## config.mk

```make
export PLATFORM = sky130hd
export DESIGN_NAME = brz_decode_resolve
export DESIGN_NICKNAME = d
export VERILOG_FILES = /design/src/rtl/brz_pkg.sv /design/src/rtl/brz_field_split.sv /design/src/rtl/brz_target_add.sv /design/src/rtl/brz_zero_test.sv /design/src/rtl/brz_decode_resolve.sv
export SDC_FILE = /design/constraint.sdc
export NUM_CORES = 1
export LEC_CHECK = 0
export BUFFER_PORTS_ARGS = -buffer_cell sky130_fd_sc_hd__buf_2
export CORE_MARGIN = 10
export CORE_UTILIZATION = 44
export DETAILED_ROUTE_END_ITERATION = 8
export PLACE_DENSITY = 0.79
export SLEW_MARGIN = 20
export SYNTH_ARGS = -nofsm -noshare
export SYNTH_HDL_FRONTEND = slang
export SYNTH_SLANG_ARGS = --single-unit
```

## constraint.sdc

```tcl
create_clock -name clk -period 4.5 [get_ports clk]
set_clock_uncertainty 0.1 [all_clocks]
set_input_delay 0.675 -clock clk [delete_from_list [all_inputs] [get_ports clk]]
set_output_delay 0.675 -clock clk [all_outputs]
set_load 0.02 [all_outputs]
```

## src/rtl/brz_pkg.sv

```systemverilog
package brz_pkg;
  localparam int INSTR_W = 32;
  localparam int OFF_W   = 16;
  localparam logic [5:0] OP_BR_IFZ  = 6'h04;
  localparam logic [5:0] OP_BR_IFNZ = 6'h05;
  localparam logic [INSTR_W-1:0] NOP_WORD = '0;

  typedef enum logic [1:0] {BK_NONE, BK_IFZ, BK_IFNZ} br_kind_e;

  // bit 0 (MSB) .. bit 31 (LSB)
  typedef struct packed {
    logic [5:0]       op;   // bits 0..5
    logic [4:0]       ra;   // bits 6..10
    logic [4:0]       rb;   // bits 11..15
    logic [OFF_W-1:0] off;  // bits 16..31
  } ifield_t;
endpackage

```

## src/rtl/brz_field_split.sv

```systemverilog
module brz_field_split
  import brz_pkg::*;
#(
  parameter int AW = 32
) (
  input  logic [INSTR_W-1:0] instr,
  output logic [4:0]         ra,
  output logic [4:0]         rb,
  output br_kind_e           kind,
  output logic [AW-1:0]      off_x
);
  ifield_t f;
  assign f  = ifield_t'(instr);
  assign ra = f.ra;
  assign rb = f.rb;

  always_comb begin
    unique case (f.op)
      OP_BR_IFZ:  kind = BK_IFZ;
      OP_BR_IFNZ: kind = BK_IFNZ;
      default:    kind = BK_NONE;
    endcase
  end

  generate
    if (AW > OFF_W) begin : g_ext
      assign off_x = {{(AW-OFF_W){f.off[OFF_W-1]}}, f.off};
    end else begin : g_fit
      assign off_x = f.off[AW-1:0];
    end
  endgenerate
endmodule

```

## src/rtl/brz_target_add.sv

```systemverilog
module brz_target_add #(
  parameter int AW = 32
) (
  input  logic [AW-1:0] npc,
  input  logic [AW-1:0] off_x,
  output logic [AW-1:0] target
);
  assign target = npc + off_x;
endmodule

```

## src/rtl/brz_zero_test.sv

```systemverilog
module brz_zero_test
  import brz_pkg::*;
#(
  parameter int DW = 32
) (
  input  logic          clk,
  input  logic          rst,
  input  logic [DW-1:0] val,
  input  br_kind_e      kind,
  output logic          take
);
  logic is_zero;
  assign is_zero = (val == '0);
  always_comb begin
    unique case (kind)
      BK_IFZ:  take = is_zero;
      BK_IFNZ: take = !is_zero;
      default: take = 1'b0;
    endcase
  end


  ifz_take_chk: assert property (@(posedge clk) disable iff (rst)
    (kind == BK_IFZ && val == '0) |-> take);

  ifnz_take_chk: assert property (@(posedge clk) disable iff (rst)
    (kind == BK_IFNZ && val != '0) |-> take);

  nonbranch_hold_chk: assert property (@(posedge clk) disable iff (rst)
    (kind == BK_NONE) |-> !take);
endmodule

```

## src/rtl/brz_decode_resolve.sv

```systemverilog
module brz_decode_resolve
  import brz_pkg::*;
#(
  parameter int AW = 32,
  parameter int DW = 32
) (
  input  logic               clk,
  input  logic               rst,
  input  logic [INSTR_W-1:0] id_instr,
  input  logic [AW-1:0]      id_npc,
  input  logic [DW-1:0]      ra_val,
  input  logic [DW-1:0]      rb_val,
  output logic [4:0]         ra_idx,
  output logic [4:0]         rb_idx,
  output logic               redirect,
  output logic [AW-1:0]      redirect_pc,
  output logic               squash_slot,
  output logic [INSTR_W-1:0] ex_ir,
  output logic [DW-1:0]      ex_a,
  output logic [DW-1:0]      ex_b,
  output logic [AW-1:0]      ex_imm,
  output logic [AW-1:0]      ex_npc
);
  logic               squash_q;
  logic [INSTR_W-1:0] eff_instr;
  br_kind_e           kind;
  logic [AW-1:0]      off_x;
  logic               take;

  assign eff_instr = squash_q ? NOP_WORD : id_instr;

  // Register indices come from the raw word so the file read is never gated.
  assign ra_idx = id_instr[25:21];
  assign rb_idx = id_instr[20:16];

  logic [4:0] eff_ra, eff_rb;
  brz_field_split #(.AW(AW)) u_split (
    .instr (eff_instr),
    .ra    (eff_ra),
    .rb    (eff_rb),
    .kind  (kind),
    .off_x (off_x)
  );

  brz_target_add #(.AW(AW)) u_add (
    .npc    (id_npc),
    .off_x  (off_x),
    .target (redirect_pc)
  );

  brz_zero_test #(.DW(DW)) u_zt (
    .clk  (clk),
    .rst  (rst),
    .val  (ra_val),
    .kind (kind),
    .take (take)
  );

  assign redirect    = take;
  assign squash_slot = squash_q;

  always_ff @(posedge clk) begin
    if (rst) begin
      squash_q <= 1'b0;
      ex_ir    <= '0;
      ex_a     <= '0;
      ex_b     <= '0;
      ex_imm   <= '0;
      ex_npc   <= '0;
    end else begin
      squash_q <= take;
      ex_ir    <= eff_instr;
      ex_a     <= squash_q ? '0 : ra_val;
      ex_b     <= squash_q ? '0 : rb_val;
      ex_imm   <= off_x;
      ex_npc   <= id_npc;
    end
  end


  squash_no_redirect_chk: assert property (@(posedge clk) disable iff (rst)
    squash_slot |-> !redirect);

  taken_then_squash_chk: assert property (@(posedge clk) disable iff (rst)
    redirect |=> squash_slot);

  squash_nop_chk: assert property (@(posedge clk) disable iff (rst)
    squash_slot |=> (ex_ir == NOP_WORD));

  idx_match_chk: assert property (@(posedge clk) disable iff (rst)
    !squash_slot |-> (eff_ra == ra_idx && eff_rb == rb_idx));

  idex_load_chk: assert property (@(posedge clk) disable iff (rst)
    !squash_slot |=> (ex_ir == $past(id_instr) && ex_npc == $past(id_npc)));
endmodule

```

==> impl_metrics.yaml <==
status:
  status: "finished, final reports clean"
die:
  io_pins: 334
  die_h_um: 133.8
  dieArea_um2: 17890
  initial_core_util_pct: 44.94
  coreArea_um2: 12670
  fp.dieW_um: 133.8
  rows: 41
yosys:
  ys_types: 58
  synth_ff_type: "dfxtp_1"
  synth_enable_flop_cells: 0
  synth_nets: 756
  syn_area_um2: 5694
  avgSynthCellArea_um2: 9.335
  seq_area_frac_synth_pct: 45.35
  ys_warn_count: 0
  netlist_instances: 610
  ys_seq_elements: 129
  ys_async_sr_fraction_pct: 0
worst_setup_path:
  crit_required_ps: 3720
  slowest_delay_ps: 490
  rr_startpoint: "squash_slot"
  slowest_stage: "a2111oi_1"
  critPathKind: "reg2out"
  cp.arrival_ps: 3440
  endpoint_kind: "output pin"
  crit_chain: "buf_4 > and2b_1 > ha_1 > o21ai_0 > o2bb2ai_1 > a21oi_1 > o211ai_1 > a2111oi_1 > mux2i_1 > xnor2_1 > buf_2"
  crit_fanout: 15
  worstSetupStartpointType: "register"
  startpoint: "squash_slot"
clock_network:
  post_cts_buffers: 0
  clock-sinks: 129
  cts_buffers: 17
  clk_pin_slew_ps: 60
  hold_buffers: 0
  clockBufferDepth: 2
  cts_max_level: 4
  clkLatencyLatePin_ps: 410
  cts-root-buf: "clkbuf_16"
  cts_tree: "built"
cells_and_area:
  nets: 1035
  final_common_cell: "buf_2"
  fillers: 1150
  finalInstanceArea_um2: 7699
  drive_gt1_share_pct: 41.80
  layout_common_cells: "buf_2 (333), dfxtp_1 (128), and2_1 (98)"
  area_delta_synth_final_pct: 35.20
routing:
  drc: 0
  vias_per_cell: 4.851
  post_drt_wl_per_cell_um: 18.65
  ant_nets: 0
  wl_mm: 20.07
  via_count: 5220
  drtPass1Iterations: 5
  drtIter0Drc: 305
power_and_ir_drop:
  switching_share_pct: 30.08
  peakVddDrop_mv: 0.2657
  p_total_mw: 3.138
  switchingPower_uw: 944.1
  power_frac_comb_pct: 20.4
  p_int_mw: 2.194
  leakage_nw: 3.840
  seq_power_share_pct: 38.9
  power_frac_clock_pct: 40.7
  powerDensity_nw_per_um2: 407.7
timing:
  rsz0062_at_grt: "false"
  finalSetupViolCount: 0
  drv_slew: 0
  slew_headroom_pct: 52.32
  post-route-period-util_pct: 93.76
  clock.fmax_mhz: 237.0
  timing.final.ws_setup_ps: 280.7
  min_period_ps: 4219
  hold_viol_final: 0
  tightest_slew_ps: 715.2
  tns_ps: 0
global_routing:
  grt_pass1_wl_mm: 29.96
  gr-total-overflow: 0
  grt_usage_pct: 21.43
  grt_max_degree: 56
  antenna_found_initial: 3
  grt_pass1_vias: 5244
place:
  place_congestion: 0.8995
  hpwl_mm: 16.18
  io_buffers: 333
  place_ws_ps: 417.2
  dpl_cell_area_um2: 7143
hold_path:
  hp-class: "in2reg"
  hold_start: "rb_val[3]"
run:
  drv_cap: 0
==> power groups by stage <==
stage / Sequential (mW) / Clock [mW] / Combinational, mW
final: 1.22 / 1.28 / 0.639
after floorplan: 1.33 / 0 / 0.332
after global routing: 1.23 / 1.35 / 0.688
after CTS: 1.22 / 1.30 / 0.643
after detailed placement: 1.25 / 0 / 0.638
after global placement: 1.24 / 0 / 0.634
==> synthesized netlist by cell type (all sizes together) (3+ instances only) <==
master  number  share of area [%]
xor2        11                1.7
nand2       25                1.7
nand3       11               0.97
nor4        15                1.6
and3        10                1.1
buf         54                6.7
dfxtp      129                 45
a21oi       19                1.7
xnor2       24                3.7
and2        98                 11
nor2        27                1.8
or3          5               0.55
o211ai       4               0.53
inv          7               0.46
nand2b       3               0.33
o21ai       15                1.3
a21o         6               0.79
nor2b       44                4.9
nor4b        3               0.57
mux2i        7                1.2
ha          15                3.3
clkbuf      22                1.5
nand4        9               0.99
a31oi       10                1.1
and2b        5               0.66
nor3         9                1.2
==> worst max-delay path, delay by kind of cell (launching register included) <==
kind                       cells  cell delay, ps
AOI/OAI and AO/OA              5            1220
muxes                          1             270
DFF                            1             440
adders and majority gates      1             430
buffers and inverters          2             350
xor gates and xnor gates       1             130
and+or+nand+nor                1             180
==> cells by family after synthesis <==
| group | count (synthesis) | synth area share, % |
|---|---|---|
| xor gates and xnor gates | 35 | 5.383 |
| muxes | 7 | 1.231 |
| AOI/OAI and AO/OA | 70 | 7.867 |
| adders and majority gates | 16 | 3.648 |
| DFF | 129 | 45.35 |
| and+or+nand+nor | 270 | 27.93 |
| buffers and inverters | 83 | 8.591 |
==> worst paths after layout <==
| path | slack (ps) | cells after the start | to |
|---|---|---|---|
| max reg2reg | 2630 | 3 | ex_b[28] |
| min | 350 | 2 | ex_b[3] |
| max | 280 | 11 | redirect_pc[30] |
| min reg2reg | 710 | 3 | squash_slot |
==> repair_timing <==
action | CTS | global route
endpoints found under the setup margin | 1 | 1
gates cloned | 0 | 0
resized for setup | 1 | 1
==> stage by stage <==
step	util (%)	cells	hold WS, ps
final	60.76	1076	354.3
after global routing	60.74	1075	346.0
after CTS	60.70	1074	339.3
after detailed placement	56.37	1042	776.2
after global placement	56.37	1042	774.9
after floorplan	-	610	646.6
==> per-layer routing <==
metal | global-route usage, % | part of all wire, %
met5 | 0 | 0.040
met3 | 7.744 | 7.8
met2 | 38.93 | 52
met1 | 22.33 | 38
met4 | 7.013 | 1.8
==> flip-flops by register name, indices dropped and copies added (netlist names) <==
signal and flops:
ex_a 32, ex_ir 32, ex_b 32, ex_npc 32
squash_slot 1
==> cell type report <==
class / instances / area (um2) / share of cell area, %
multi-input cells: 398 / 2630 / 34.16
clock buffers: 20 / 436.7 / 5.672
clock inverters: 12 / 110.1 / 1.430
diodes: 2 / 5.005 / 0.06501
repair buffers: 336 / 1689 / 21.94
well taps: 172 / 215.2 / 2.795
flip-flops and latches: 129 / 2586 / 33.59
inverters: 7 / 26.28 / 0.3413
Power figures use the tool's default switching activity.
